===== src/rtl/alu8_pkg.sv =====
package alu8_pkg;

    typedef enum logic [2:0] {
        OP_ADD  = 3'b000,
        OP_SUB  = 3'b001,
        OP_AND  = 3'b010,
        OP_OR   = 3'b011,
        OP_NOT  = 3'b100,
        OP_SHL  = 3'b101,
        OP_SHR  = 3'b110,
        OP_SWAP = 3'b111
    } alu_op_e;

    typedef struct packed {
        logic cy;
        logic hc;
    } alu_flags_t;

endpackage


===== src/rtl/alu8_arith.sv =====
module alu8_arith #(
    parameter int W = 8
) (
    input  logic [W-1:0]       a_i,
    input  logic [W-1:0]       b_i,
    input  logic               sub_i,
    output logic [W-1:0]       res_o,
    output alu8_pkg::alu_flags_t flg_o
);
    localparam int NIB = W / 2;

    logic [W:0]   full_d;
    logic [NIB:0] low_d;

    always_comb begin
        if (sub_i) begin
            full_d = {1'b0, a_i} - {1'b0, b_i};
            low_d  = {1'b0, a_i[NIB-1:0]} - {1'b0, b_i[NIB-1:0]};
        end else begin
            full_d = {1'b0, a_i} + {1'b0, b_i};
            low_d  = {1'b0, a_i[NIB-1:0]} + {1'b0, b_i[NIB-1:0]};
        end
        res_o     = full_d[W-1:0];
        flg_o.cy  = full_d[W];
        flg_o.hc  = low_d[NIB];
    end
endmodule


===== src/rtl/alu8_logic.sv =====
module alu8_logic #(
    parameter int W = 8
) (
    input  logic [W-1:0] a_i,
    input  logic [W-1:0] b_i,
    input  logic [1:0]   fn_i,
    output logic [W-1:0] res_o
);
    localparam int NIB = W / 2;

    logic [W-1:0] swp_d;

    for (genvar i = 0; i < NIB; i++) begin : g_swap
        assign swp_d[i]       = a_i[i + NIB];
        assign swp_d[i + NIB] = a_i[i];
    end

    always_comb begin
        unique case (fn_i)
            2'd0:    res_o = a_i & b_i;
            2'd1:    res_o = a_i | b_i;
            2'd2:    res_o = ~a_i;
            default: res_o = swp_d;
        endcase
    end
endmodule


===== src/rtl/alu8_shift.sv =====
module alu8_shift #(
    parameter int W = 8
) (
    input  logic [W-1:0] a_i,
    input  logic         right_i,
    output logic [W-1:0] res_o,
    output logic         out_bit_o
);
    always_comb begin
        if (right_i) begin
            res_o     = {1'b0, a_i[W-1:1]};
            out_bit_o = a_i[0];
        end else begin
            res_o     = {a_i[W-2:0], 1'b0};
            out_bit_o = a_i[W-1];
        end
    end
endmodule


===== src/rtl/alu8_core.sv =====
module alu8_core #(
    parameter int W = 8
) (
    input  logic [W-1:0] opnd_a,
    input  logic [W-1:0] opnd_b,
    input  logic [2:0]   op_sel,
    output logic [W-1:0] result,
    output logic         carry_o,
    output logic         half_o,
    output logic         zero_o
);
    import alu8_pkg::*;

    typedef struct packed {
        logic [W-1:0] val;
        alu_flags_t   flg;
    } out_t;

    logic [W-1:0] arith_res, logic_res, shift_res;
    alu_flags_t   arith_flg;
    logic         shift_bit;
    out_t         out_d;

    alu8_arith #(.W(W)) u_arith (
        .a_i   (opnd_a),
        .b_i   (opnd_b),
        .sub_i (op_sel == OP_SUB),
        .res_o (arith_res),
        .flg_o (arith_flg)
    );

    alu8_logic #(.W(W)) u_logic (
        .a_i   (opnd_a),
        .b_i   (opnd_b),
        .fn_i  ({op_sel[2], op_sel[0]}),
        .res_o (logic_res)
    );

    alu8_shift #(.W(W)) u_shift (
        .a_i       (opnd_a),
        .right_i   (op_sel == OP_SHR),
        .res_o     (shift_res),
        .out_bit_o (shift_bit)
    );

    always_comb begin
        out_d = '0;
        unique case (alu_op_e'(op_sel))
            OP_ADD, OP_SUB: begin
                out_d.val = arith_res;
                out_d.flg = arith_flg;
            end
            OP_SHL, OP_SHR: begin
                out_d.val    = shift_res;
                out_d.flg.cy = shift_bit;
            end
            default: out_d.val = logic_res;
        endcase
    end

    assign result  = out_d.val;
    assign carry_o = out_d.flg.cy;
    assign half_o  = out_d.flg.hc;
    assign zero_o  = (out_d.val == '0);
endmodule


===== config.mk =====
export PLATFORM = sky130hd
export DESIGN_NAME = alu8_core
export DESIGN_NICKNAME = d
export VERILOG_FILES = /design/src/rtl/alu8_pkg.sv /design/src/rtl/alu8_arith.sv /design/src/rtl/alu8_logic.sv /design/src/rtl/alu8_shift.sv /design/src/rtl/alu8_core.sv
export SDC_FILE = /design/constraint.sdc
export NUM_CORES = 1
export LEC_CHECK = 0
export BUFFER_PORTS_ARGS = -buffer_cell sky130_fd_sc_hd__buf_2
export CELL_PAD_IN_SITES_DETAIL_PLACEMENT = 0
export CELL_PAD_IN_SITES_GLOBAL_PLACEMENT = 1
export CORE_MARGIN = 1.5
export CORE_UTILIZATION = 36
export DETAILED_ROUTE_END_ITERATION = 16
export PLACE_DENSITY_LB_ADDON = 0.1
export SLEW_MARGIN = 20
export SYNTH_ARGS = -nofsm -noshare
export SYNTH_HDL_FRONTEND = slang
export SYNTH_SLANG_ARGS = --single-unit

===== constraint.sdc =====
create_clock -name vclk -period 4.85
set_input_delay 1.455 -clock vclk [all_inputs]
set_output_delay 1.455 -clock vclk [all_outputs]
set_load 0.005 [all_outputs]

==> summary.md <==
| Metric | Value |
|---|---|
| Boundary Pins | `30` |
| PortBufs | `30` |
| Sequential cells | `0` |
| Most common cell after layout, fill and taps aside | `buf_4` |
| Crit-path cells | `buf_8, inv_4, ha_4, nand2_2, o31ai_4, xor2_1, ha_1, nor3b_1, o21ai_1, o311a_1, nand3_2, a211oi_2, and4bb_1, buf_2` |
| Final worst-path setup slack | `-270 ps` |
| Post-route DRC violation count | `0` |
| Post-DRT Antenna Nets | `0` |
| Utilization after layout | `between 60% and 70%` |
| Peak VDD IR | `a little under 90 uV` |
| Ranking of synthesized cells by area | `ha_1 12%, a21oi_1 5.5%, xor2_1 5.2%` |
| Max incr delay on CP | `about 300 ps` |
| ANT cells | `0` |
| Initial antenna violation count | `0` |
| Crit path max-delay family | `compound AO/OA/AOI/OAI gates` |
| Endpoints failing setup | `6` |
| WL/cell | `15.8 um` |
| Area Growth Syn to Fin | `69.7%` |
| Slew Limit Fails | `0` |
| Width of the die | `60.4 um` |
| CP max-delay cell | `ha_1` |
| Post-DP HPWL | `3320 um` |
| Initial core utilization | `38.5%` |
| Violated checks | `setup timing` |
| Leak | `0.886 nW` |
| Worst path required time | `3390 ps` |
| Cts hold-fix bufs | `0` |
| PD cells | `about 140 nW/um^2` |
| CP Class | `in -> out` |
| Syn avg cell area | `6.89 sq um` |
| Via/cell ratio | `between 5 and 6` |
| Final Critical Period | `between 5000 and 6000 ps` |
| Synth Area in Compound Gates | `34.5%` |
| Congestion Overflow GR | `0` |
| Critical path peak fanout | `4` |
| All-Layer GR Usage | `25.5%` |
| Global-route wire length before repair | `7120 um` |
| Final nets | `276` |
| Slew Limit Headroom | `about 78%` |
| Largest net degree at the start of global routing | `34` |
| Syn. warnings | `0` |
| Combinational family with the most area after synthesis | `compound AO/OA/AOI/OAI gates` |
| RSZ-0062 raised after global routing | `yes` |
| Synth area leader | `ha_1` |
| Final Hold Vio Count | `0` |
| Final wirelength | `4540 um` |
| Syn Inst Count | `roughly 170` |
| Clk_buf instances | `0` |
| Die Height | `60.4 um` |
| DRT Pass-1 Iters | `4` |
| Commonest cells after routing, fill and taps aside | `44 x buf_4, 25 x buf_2, 10 x nand2_1, 10 x buf_6` |
| Synth top area share | `between 10% and 20%` |
| Worst-Margin Slew | `331 ps` |
| Dpl ws | `-555 ps` |
| Gpl congestion | `0.903` |
| Synth Area in Adders | `15.8%` |
| Rows | `20` |
| Post-synthesis cell area | `1180 sq um` |
| Max-cap violations | `0` |
| Via Count | `1,625` |
| Layout cells sized above 1 | `49.8%` |
| Fin crit share | `106%` |
| Seq/Total Area, Yosys | `0%` |
| Setup crit start kind | `input port` |
| Worst Hold Class | `in -> out` |
| Status | `finished with violations` |
| Mux contribution to synthesized area | `between 4 and 5%` |
| Core Box Area | `3080 sq um` |
| Vias in the first global route | `around 1,500` |
| Cell variety after synth | `54` |
| Nature of the critical path endpoint | `primary output` |
| Die ar. | `3640 sq um` |
| Critical Path AT | `around 3700 ps` |
| Register area | `0 sq um` |
| Achievable frequency | `around 200 MHz` |
| Post-synthesis net count | `203` |
| Iter 0 DRT Violations | `90` |
| Buf/Inv on CP | `3` |
| Xor/xnor share of the synthesized area | `6.65%` |
| Synth Area in Simple Gates | `between 30% and 40%` |
-- through the flow --
stage                     instances  instance area [sq um]  setup TNS [ps]  hold WS, ps  power, mW
after floorplan                 172                   1250           -81.9         3110      0.131
after global placement          279                   1690           -1510         3450      0.222
after detailed placement        279                   1690           -1830         3450      0.226
after CTS                       283                   1900            -785         3440      0.259
after global routing            287                   2010           -1740         3470      0.308
final                           287                   2010            -757         3430      0.284
-- synthesized netlist by cell type, types with 6 or more instances --
master and count:
a211oi_1 7, a21oi_1 13, a31oi_1 6, ha_1 11
nand2_1 11, nand3_1 7, nor2_1 10, o21ai_0 11
xor2_1 7
-- routing by layer --
layer	GRT usage (%)	up-vias	part of all wire [%]
met5	0	-	0
li1	-	804	-
met3	1.28	4	5.9
met1	36.7	760	46
met2	43.5	57	48
met4	2.54	0	0.99
-- layout make-up --
cell class,count,area [sq um]
multi-input cells,155,1320
fillers,263,1070
repair buffers,81,598
well taps,44,55.1
inverters,7,33.8
-- path summary, 6_finish.rpt --
check	from	end	slack [ps]	cells past startpoint
min	op_sel[2]	result[0]	3430	4
max	opnd_b[1]	zero_o	-270	14
-- kinds of logic after synthesis --
logic type	after synthesis
AOI/OAI and AO/OA	63
xor gates and xnor gates	9
buffers and inverters	17
adders and majority gates	15
and+or+nand+nor	64
muxes	4
-- report_power, final --
part | leakage [nW] | switching (mW) | internal [mW] | total [mW]
Sequential | 0 | 0 | 0 | 0
Clock | 0 | 0 | 0 | 0
Combinational | 0.886 | 0.138 | 0.146 | 0.284
-- repair_timing --
| action | 4_1_cts | 5_1_grt |
|---|---|---|
| pin swaps | 29 | 31 |
| buffers inserted | 5 | 5 |
| cloned | 0 | 0 |
| gates resized for setup | 39 | 15 |
| endpoints found under the setup margin | 8 | 9 |
Note: power is estimated with default switching activity, not from simulation.
